`src/rtl/gf_pkg.sv`:
```
package gf_pkg;
  // Hold time in clock cycles for a given clock frequency and target duration.
  function automatic int unsigned hold_cycles(int unsigned freq_hz, int unsigned hold_ns);
    return ((freq_hz / 1_000_000) * hold_ns) / 1000;
  endfunction
endpackage

```
`src/rtl/gf_sync_vec.sv`:
```
module gf_sync_vec #(
  parameter int unsigned WIDTH = 16
) (
  input  logic             clk_i,
  input  logic             rst_ni,
  input  logic [WIDTH-1:0] d_i,
  output logic [WIDTH-1:0] q_o
);
  logic [WIDTH-1:0] meta_q, sync_q;

  always_ff @(posedge clk_i or negedge rst_ni) begin
    if (!rst_ni) begin
      meta_q <= '0;
      sync_q <= '0;
    end else begin
      meta_q <= d_i;
      sync_q <= meta_q;
    end
  end

  assign q_o = sync_q;
endmodule

```
`src/rtl/gf_pin_cell.sv`:
```
module gf_pin_cell #(
  parameter int unsigned HOLD_CYCLES = 65,
  parameter int unsigned CNT_W       = $clog2(HOLD_CYCLES + 1)
) (
  input  logic clk_i,
  input  logic rst_ni,
  input  logic prime_i,
  input  logic en_i,
  input  logic sync_i,
  output logic qual_o
);
  localparam logic [CNT_W-1:0] LAST = CNT_W'(HOLD_CYCLES - 1);
  localparam logic [CNT_W-1:0] SAT  = CNT_W'(HOLD_CYCLES);

  logic             qual_q;
  logic [CNT_W-1:0] cnt_q;
  logic             pass_now;

  assign pass_now = prime_i || !en_i;

  always_ff @(posedge clk_i or negedge rst_ni) begin
    if (!rst_ni) begin
      qual_q <= 1'b0;
      cnt_q  <= '0;
    end else if (pass_now) begin
      qual_q <= sync_i;
      cnt_q  <= '0;
    end else if (sync_i == qual_q) begin
      cnt_q  <= '0;
    end else if (cnt_q == LAST) begin
      qual_q <= sync_i;
      cnt_q  <= '0;
    end else begin
      cnt_q  <= cnt_q + 1'b1;
    end
  end

  assign qual_o = qual_q;

  // Independent run-length tracker for the assertions below.
  logic [CNT_W-1:0] run_q;
  always_ff @(posedge clk_i or negedge rst_ni) begin
    if (!rst_ni)                                  run_q <= '0;
    else if (pass_now || sync_i == qual_q)        run_q <= '0;
    else if (run_q != SAT)                        run_q <= run_q + 1'b1;
  end

  assert_pass_bypass_R3: assert property (@(posedge clk_i) disable iff (!rst_ni)
    pass_now |=> qual_q == $past(sync_i));

  assert_only_real_levels_R6: assert property (@(posedge clk_i) disable iff (!rst_ni)
    !$stable(qual_q) |-> qual_q == $past(sync_i));

  assert_hold_when_equal_R7: assert property (@(posedge clk_i) disable iff (!rst_ni)
    (!pass_now && sync_i == qual_q) |=> $stable(qual_q));

  assert_min_width_R2: assert property (@(posedge clk_i) disable iff (!rst_ni)
    (!$stable(qual_q) && !$past(pass_now)) |-> $past(run_q) >= LAST);
endmodule

```
`src/rtl/pin_glitch_filter.sv`:
```
module pin_glitch_filter #(
  parameter int unsigned NUM_PINS    = 16,
  parameter int unsigned CLK_FREQ_HZ = 100_000_000,
  parameter int unsigned HOLD_NS     = 650
) (
  input  logic                clk_i,
  input  logic                rst_ni,
  input  logic [NUM_PINS-1:0] pin_raw_i,
  input  logic [NUM_PINS-1:0] filt_en_i,
  output logic [NUM_PINS-1:0] pin_qual_o
);
  localparam int unsigned HOLD_CYCLES = gf_pkg::hold_cycles(CLK_FREQ_HZ, HOLD_NS);
  localparam int unsigned CNT_W       = $clog2(HOLD_CYCLES + 1);

  logic [NUM_PINS-1:0] pin_sync;
  logic [1:0]          prime_q;
  logic                prime;

  gf_sync_vec #(.WIDTH(NUM_PINS)) u_sync (
    .clk_i  (clk_i),
    .rst_ni (rst_ni),
    .d_i    (pin_raw_i),
    .q_o    (pin_sync)
  );

  // Load outputs straight from the synchroniser for the first three edges.
  assign prime = (prime_q != 2'd3);
  always_ff @(posedge clk_i or negedge rst_ni) begin
    if (!rst_ni)    prime_q <= 2'd0;
    else if (prime) prime_q <= prime_q + 2'd1;
  end

  for (genvar p = 0; p < NUM_PINS; p++) begin : g_pin
    gf_pin_cell #(.HOLD_CYCLES(HOLD_CYCLES), .CNT_W(CNT_W)) u_cell (
      .clk_i   (clk_i),
      .rst_ni  (rst_ni),
      .prime_i (prime),
      .en_i    (filt_en_i[p]),
      .sync_i  (pin_sync[p]),
      .qual_o  (pin_qual_o[p])
    );
  end

  assert_prime_load_R5: assert property (@(posedge clk_i) disable iff (!rst_ni)
    prime |=> pin_qual_o == $past(pin_sync));
endmodule

```
`config.mk`:
```
export PLATFORM = sky130hd
export DESIGN_NAME = pin_glitch_filter
export DESIGN_NICKNAME = d
export VERILOG_FILES = /design/src/rtl/gf_pkg.sv /design/src/rtl/gf_sync_vec.sv /design/src/rtl/gf_pin_cell.sv /design/src/rtl/pin_glitch_filter.sv
export SDC_FILE = /design/constraint.sdc
export NUM_CORES = 1
export LEC_CHECK = 0
export BUFFER_PORTS_ARGS = -buffer_cell sky130_fd_sc_hd__buf_4
export CORE_MARGIN = 2
export CORE_UTILIZATION = 55
export DETAILED_ROUTE_END_ITERATION = 6
export PLACE_DENSITY = 0.73
export SETUP_SLACK_MARGIN = 0.3
export SYNTH_ARGS = -nofsm -noshare
export SYNTH_HDL_FRONTEND = slang
export SYNTH_SLANG_ARGS = --single-unit
```
`constraint.sdc`:
```
create_clock -name clk_i -period 1.6 [get_ports clk_i]
set_input_delay 0.08 -clock clk_i [delete_from_list [all_inputs] [get_ports clk_i]]
set_output_delay 0.08 -clock clk_i [all_outputs]
set_load 0.01 [all_outputs]
```
==> impl_summary.log <==
[metrics] RD Place Congestion: 0.7943
[metrics] category of the worst setup path capture point: flip-flop
[metrics] VDD IR max: 0.9718 mV
[metrics] worst relative slew slack: 68.07%
[metrics] Cell Count, Final, Fillers Out: 947
[metrics] routed length per placed instance: 14.94 um
[metrics] placed wire-length estimate after detailed placement: 9093 um
[metrics] Syn Area/Cell: 11.56 um2
[metrics] number of antenna-violating nets in the routed design: 0
[metrics] worst skew pair latency: 430 ps
[metrics] largest area contributor in the netlist: dfrtp_1
[metrics] vias in the first global route: 5258
[metrics] reported net switching power: 2314 uW
[metrics] CTS H-tree lvls: 4
[metrics] delay of the slowest cell on the worst path: 390 ps
[metrics] post-synthesis cell area: 7526 um2
[metrics] # clock sinks: 162
[metrics] top flip-flop cell by instance count after synthesis: dfrtp_1
[metrics] number of antenna violations at the first check in global routing: 0
[metrics] Yosys warning total: 0
[metrics] final clock skew: 8.492 ps
[metrics] register bit count reported by yosys: 162
[metrics] cell types with the highest counts after synthesis: 162 x dfrtp_1, 60 x nor2_1, 40 x nand2_1
[metrics] cell breakdown of the critical path: ha_4 > buf_12 > buf_12 > nand2_8 > a21oi_4 > mux2_4
[metrics] cell with the largest stage delay on the worst path: dfrtp_1
[metrics] vias after detailed routing: 5066
[metrics] total power per unit cell area: 959.2 nW/um2
[metrics] number of vias per cell: 5.350
[metrics] sequential cell area: 4056 um2
[metrics] core region area: 13300 um2
[metrics] power share of the clock group: 42.1%
[metrics] global-route wire length before repair: 23140 um
[metrics] crit path max fanout: 7
[metrics] number of setup violations in the final report: 0
[metrics] filler cell count in the final layout: 884
[metrics] leading cell types by total area after synthesis: dfrtp_1 54%, ha_1 5.5%, xnor2_1 3.8%, xor2_1 3.7%, nor2_1 3.0%
[metrics] internal power: 6929 uW
[metrics] cell with the most instances after synthesis: dfrtp_1
[metrics] antenna diode count: 0
[metrics] proportion of layout cells with a drive suffix above 1: 38.26%
[metrics] clock tree from TritonCTS: yes
[metrics] Net Count, Synth: 718
[metrics] DRC violation count after routing: 0
[metrics] count of mapped cells out of synthesis: 651
[metrics] number of library cell types mapped by synthesis: 26
[metrics] Synth-to-Final Area Change: 28.05%
[metrics] Final Slew Violations: 0
[metrics] number of enable flip-flop cells after synthesis: 0
[metrics] category of the worst setup path launch point: flip-flop
[metrics] Routed met1 length: 6158 um
[metrics] effective utilization at floorplan: 56.61%
[metrics] pin count of the biggest net entering global routing: 51
[metrics] Largest delay share family, worst path: flip-flops
[metrics] Slew @ Worst Pin: 479.0 ps
[metrics] Inserted Clock Buffers: 17
[metrics] Iteration-0 DRC Markers: 309
[metrics] Multi-input gate area: 3695 um2
[metrics] fin crit period: 1426 ps
[metrics] Hold Path Class: input port to flip-flop
[metrics] Die Span Y: 121.0 um
[metrics] aggregate routed wire length: 14150 um
[metrics] Die Area: 14640 um2
[metrics] final clock period utilization by the worst path: 89.10%
[metrics] Net Sw Frac: 25.03%
[metrics] Yosys top cell area share: 53.87%
[metrics] maximum count of clock buffers along a single path: 2
[metrics] overall fraction of global-route tracks in use: 19.92%
[metrics] WP buf/inv: 2
[metrics] top routing layer used: met4
[metrics] number of instances in the placed design: 865
[metrics] Initial DRT Pass Iterations: 4
[metrics] Max Fclk: 701.5 MHz
[metrics] arrival time of the worst setup path: 1740 ps
[metrics] Top-Level Pins: 50
[metrics] final design instance area without fill: 9637 um2
[metrics] reg-to-reg critical path startpoint: prime_q[1]$_DFFE_PN0P_
[metrics] Critical Path RT: 1920 ps
[metrics] path type of the worst setup path: flip-flop to flip-flop
[metrics] beginning of the critical path: prime_q[1]$_DFFE_PN0P_
[metrics] Port Buffers: 49
[metrics] Clock transition at path regs: 70 ps
[metrics] clk root buf: clkbuf_16
[metrics] max capacitance violation total: 0
[metrics] status: finished, final reports clean
[metrics] Hold Fails Final Rpt: 0
[metrics] layout net count: 825
[metrics] combinational group share of total power: 10.3%
[metrics] post-route setup TNS: 0 ps
[metrics] Flop pwr share: 47.6%
[metrics] Static Leakage: 0.003973 uW
[metrics] most frequent CP cell: buf_12
[metrics] dpl cell area: 8132 um2
[metrics] worst hold path startpoint: filt_en_i[2]
[metrics] total congestion overflow: 0
[metrics] Detail Route met2 WL: 7391 um
[metrics] Die Width: 121.0 um
[metrics] share of async-settable or async-resettable flops after synthesis: 100.0%
[metrics] WL met3: 481 um
[metrics] number of cell rows: 42
[metrics] fraction of the yosys area taken by sequential cells: 53.87%
[metrics] setup repair after global routing missed its margin: yes
[layout make-up]
class                      instances  share of cell area, %
timing repair buffer             106                  9.945
sequential                       162                  42.09
multi-input combinational        435                  38.34
inverter                          36                  1.402
clock buffer                      18                  4.557
tap                              176                  2.285
clock inverter                    14                  1.376
[cell usage in the layout (no fill, tap or decap), types with 3 or more instances in the layout]
| master | instances |
|---|---|
| buf_6 | 4 |
| nand3_2 | 6 |
| xor2_1 | 32 |
| nor2_4 | 11 |
| a311o_2 | 4 |
| nand2_4 | 6 |
| a21oi_2 | 35 |
| nor4_4 | 8 |
| clkinv_4 | 3 |
| a21oi_4 | 5 |
| clkinvlp_4 | 5 |
| nand2_1 | 37 |
| nor4_2 | 8 |
| a211o_4 | 12 |
| and2_4 | 12 |
| buf_12 | 6 |
| dfrtp_1 | 160 |
| xnor2_1 | 33 |
| a21oi_1 | 4 |
| nand3_1 | 30 |
| nor3b_1 | 12 |
| a31oi_1 | 4 |
| mux2_4 | 8 |
| nand2_8 | 3 |
| buf_4 | 67 |
| ha_1 | 9 |
| or3_4 | 3 |
| clkbuf_16 | 17 |
| inv_1 | 34 |
| nor2_2 | 26 |
| or3_1 | 29 |
| dlygate4sd3_1 | 29 |
| nor2_1 | 31 |
| mux2_2 | 9 |
| ha_2 | 23 |
| o21ai_0 | 32 |
[registers in the layout, summed over array words and instances, names as in the netlist]
register and flops:
u_sync.meta_q 16, g_pin.u_cell.cnt_q 112, prime_q 2, g_pin.u_cell.qual_o 16, u_sync.q_o 16
[metrics by stage]
step / utilization, % / power [uW] / hold slack [ps] / setup WS (ps)
2_1_floorplan: - / 4928 / -215.6 / 217.5
3_3_place_gp: 61.16 / 5185 / 62.38 / 156.1
3_5_place_dp: 61.16 / 5224 / 52.49 / 77.89
4_1_cts: 69.12 / 9238 / 102.2 / 175.8
5_1_grt: 72.48 / 9634 / 105.0 / 105.9
6_report: 72.48 / 9243 / 102.9 / 174.5
[worst paths after layout]
path                                                       end  slack, ps  depth (start not counted)
max                         g_pin[5].u_cell.qual_o$_DFFE_PN0P_        170                          6
min                         g_pin[2].u_cell.qual_o$_DFFE_PN0P_        100                          4
max reg2reg                 g_pin[5].u_cell.qual_o$_DFFE_PN0P_        170                          6
min reg2reg                            u_sync.q_o[9]$_DFF_PN0_        350                          0
max in group asynchronous   g_pin[9].u_cell.cnt_q[5]$_DFF_PN0_        820                          3
min in group asynchronous  g_pin[15].u_cell.cnt_q[6]$_DFF_PN0_        160                          2
[metal layers]
metal / GRT usage, % / vias up
met3: 5.404 / 11
li1: - / 2417
met2: 34.06 / 78
met5: 0 / -
met1: 23.98 / 2560
met4: 7.703 / 0
[repair_timing]
action,in CTS,in global routing
gates cloned,0,0
endpoints found under the hold margin,113,0
hold buffers,29,0
buffers inserted,9,12
resized for setup,41,87
setup endpoints to repair,116,116
pin swaps,38,20
[tightest hold or removal path, stage by stage]
cell and delay (ps):
buf_4 120, nand2_4 60, a31oi_1 30, mux2_2 200
[logic make-up after synthesis]
| group | Yosys count | synth area share (%) |
|---|---|---|
| and+or+nand+nor | 224 | 17.69 |
| xor gates and xnor gates | 65 | 7.564 |
| DFF | 162 | 53.87 |
| adders and majority gates | 33 | 5.486 |
| muxes | 17 | 2.544 |
| AOI/OAI and AO/OA | 96 | 9.044 |
| buffers and inverters | 54 | 3.807 |
[power by group through the flow]
stage          Clock, uW  Combinational [uW]  Sequential, uW
6_report            3890                 948            4400
3_5_place_dp           0                 753            4470
3_3_place_gp           0                 723            4460
5_1_grt             4160                1050            4420
2_1_floorplan          0                 494            4430
4_1_cts             3980                 867            4390
No activity file was read; power rests on OpenSTA's default activity.
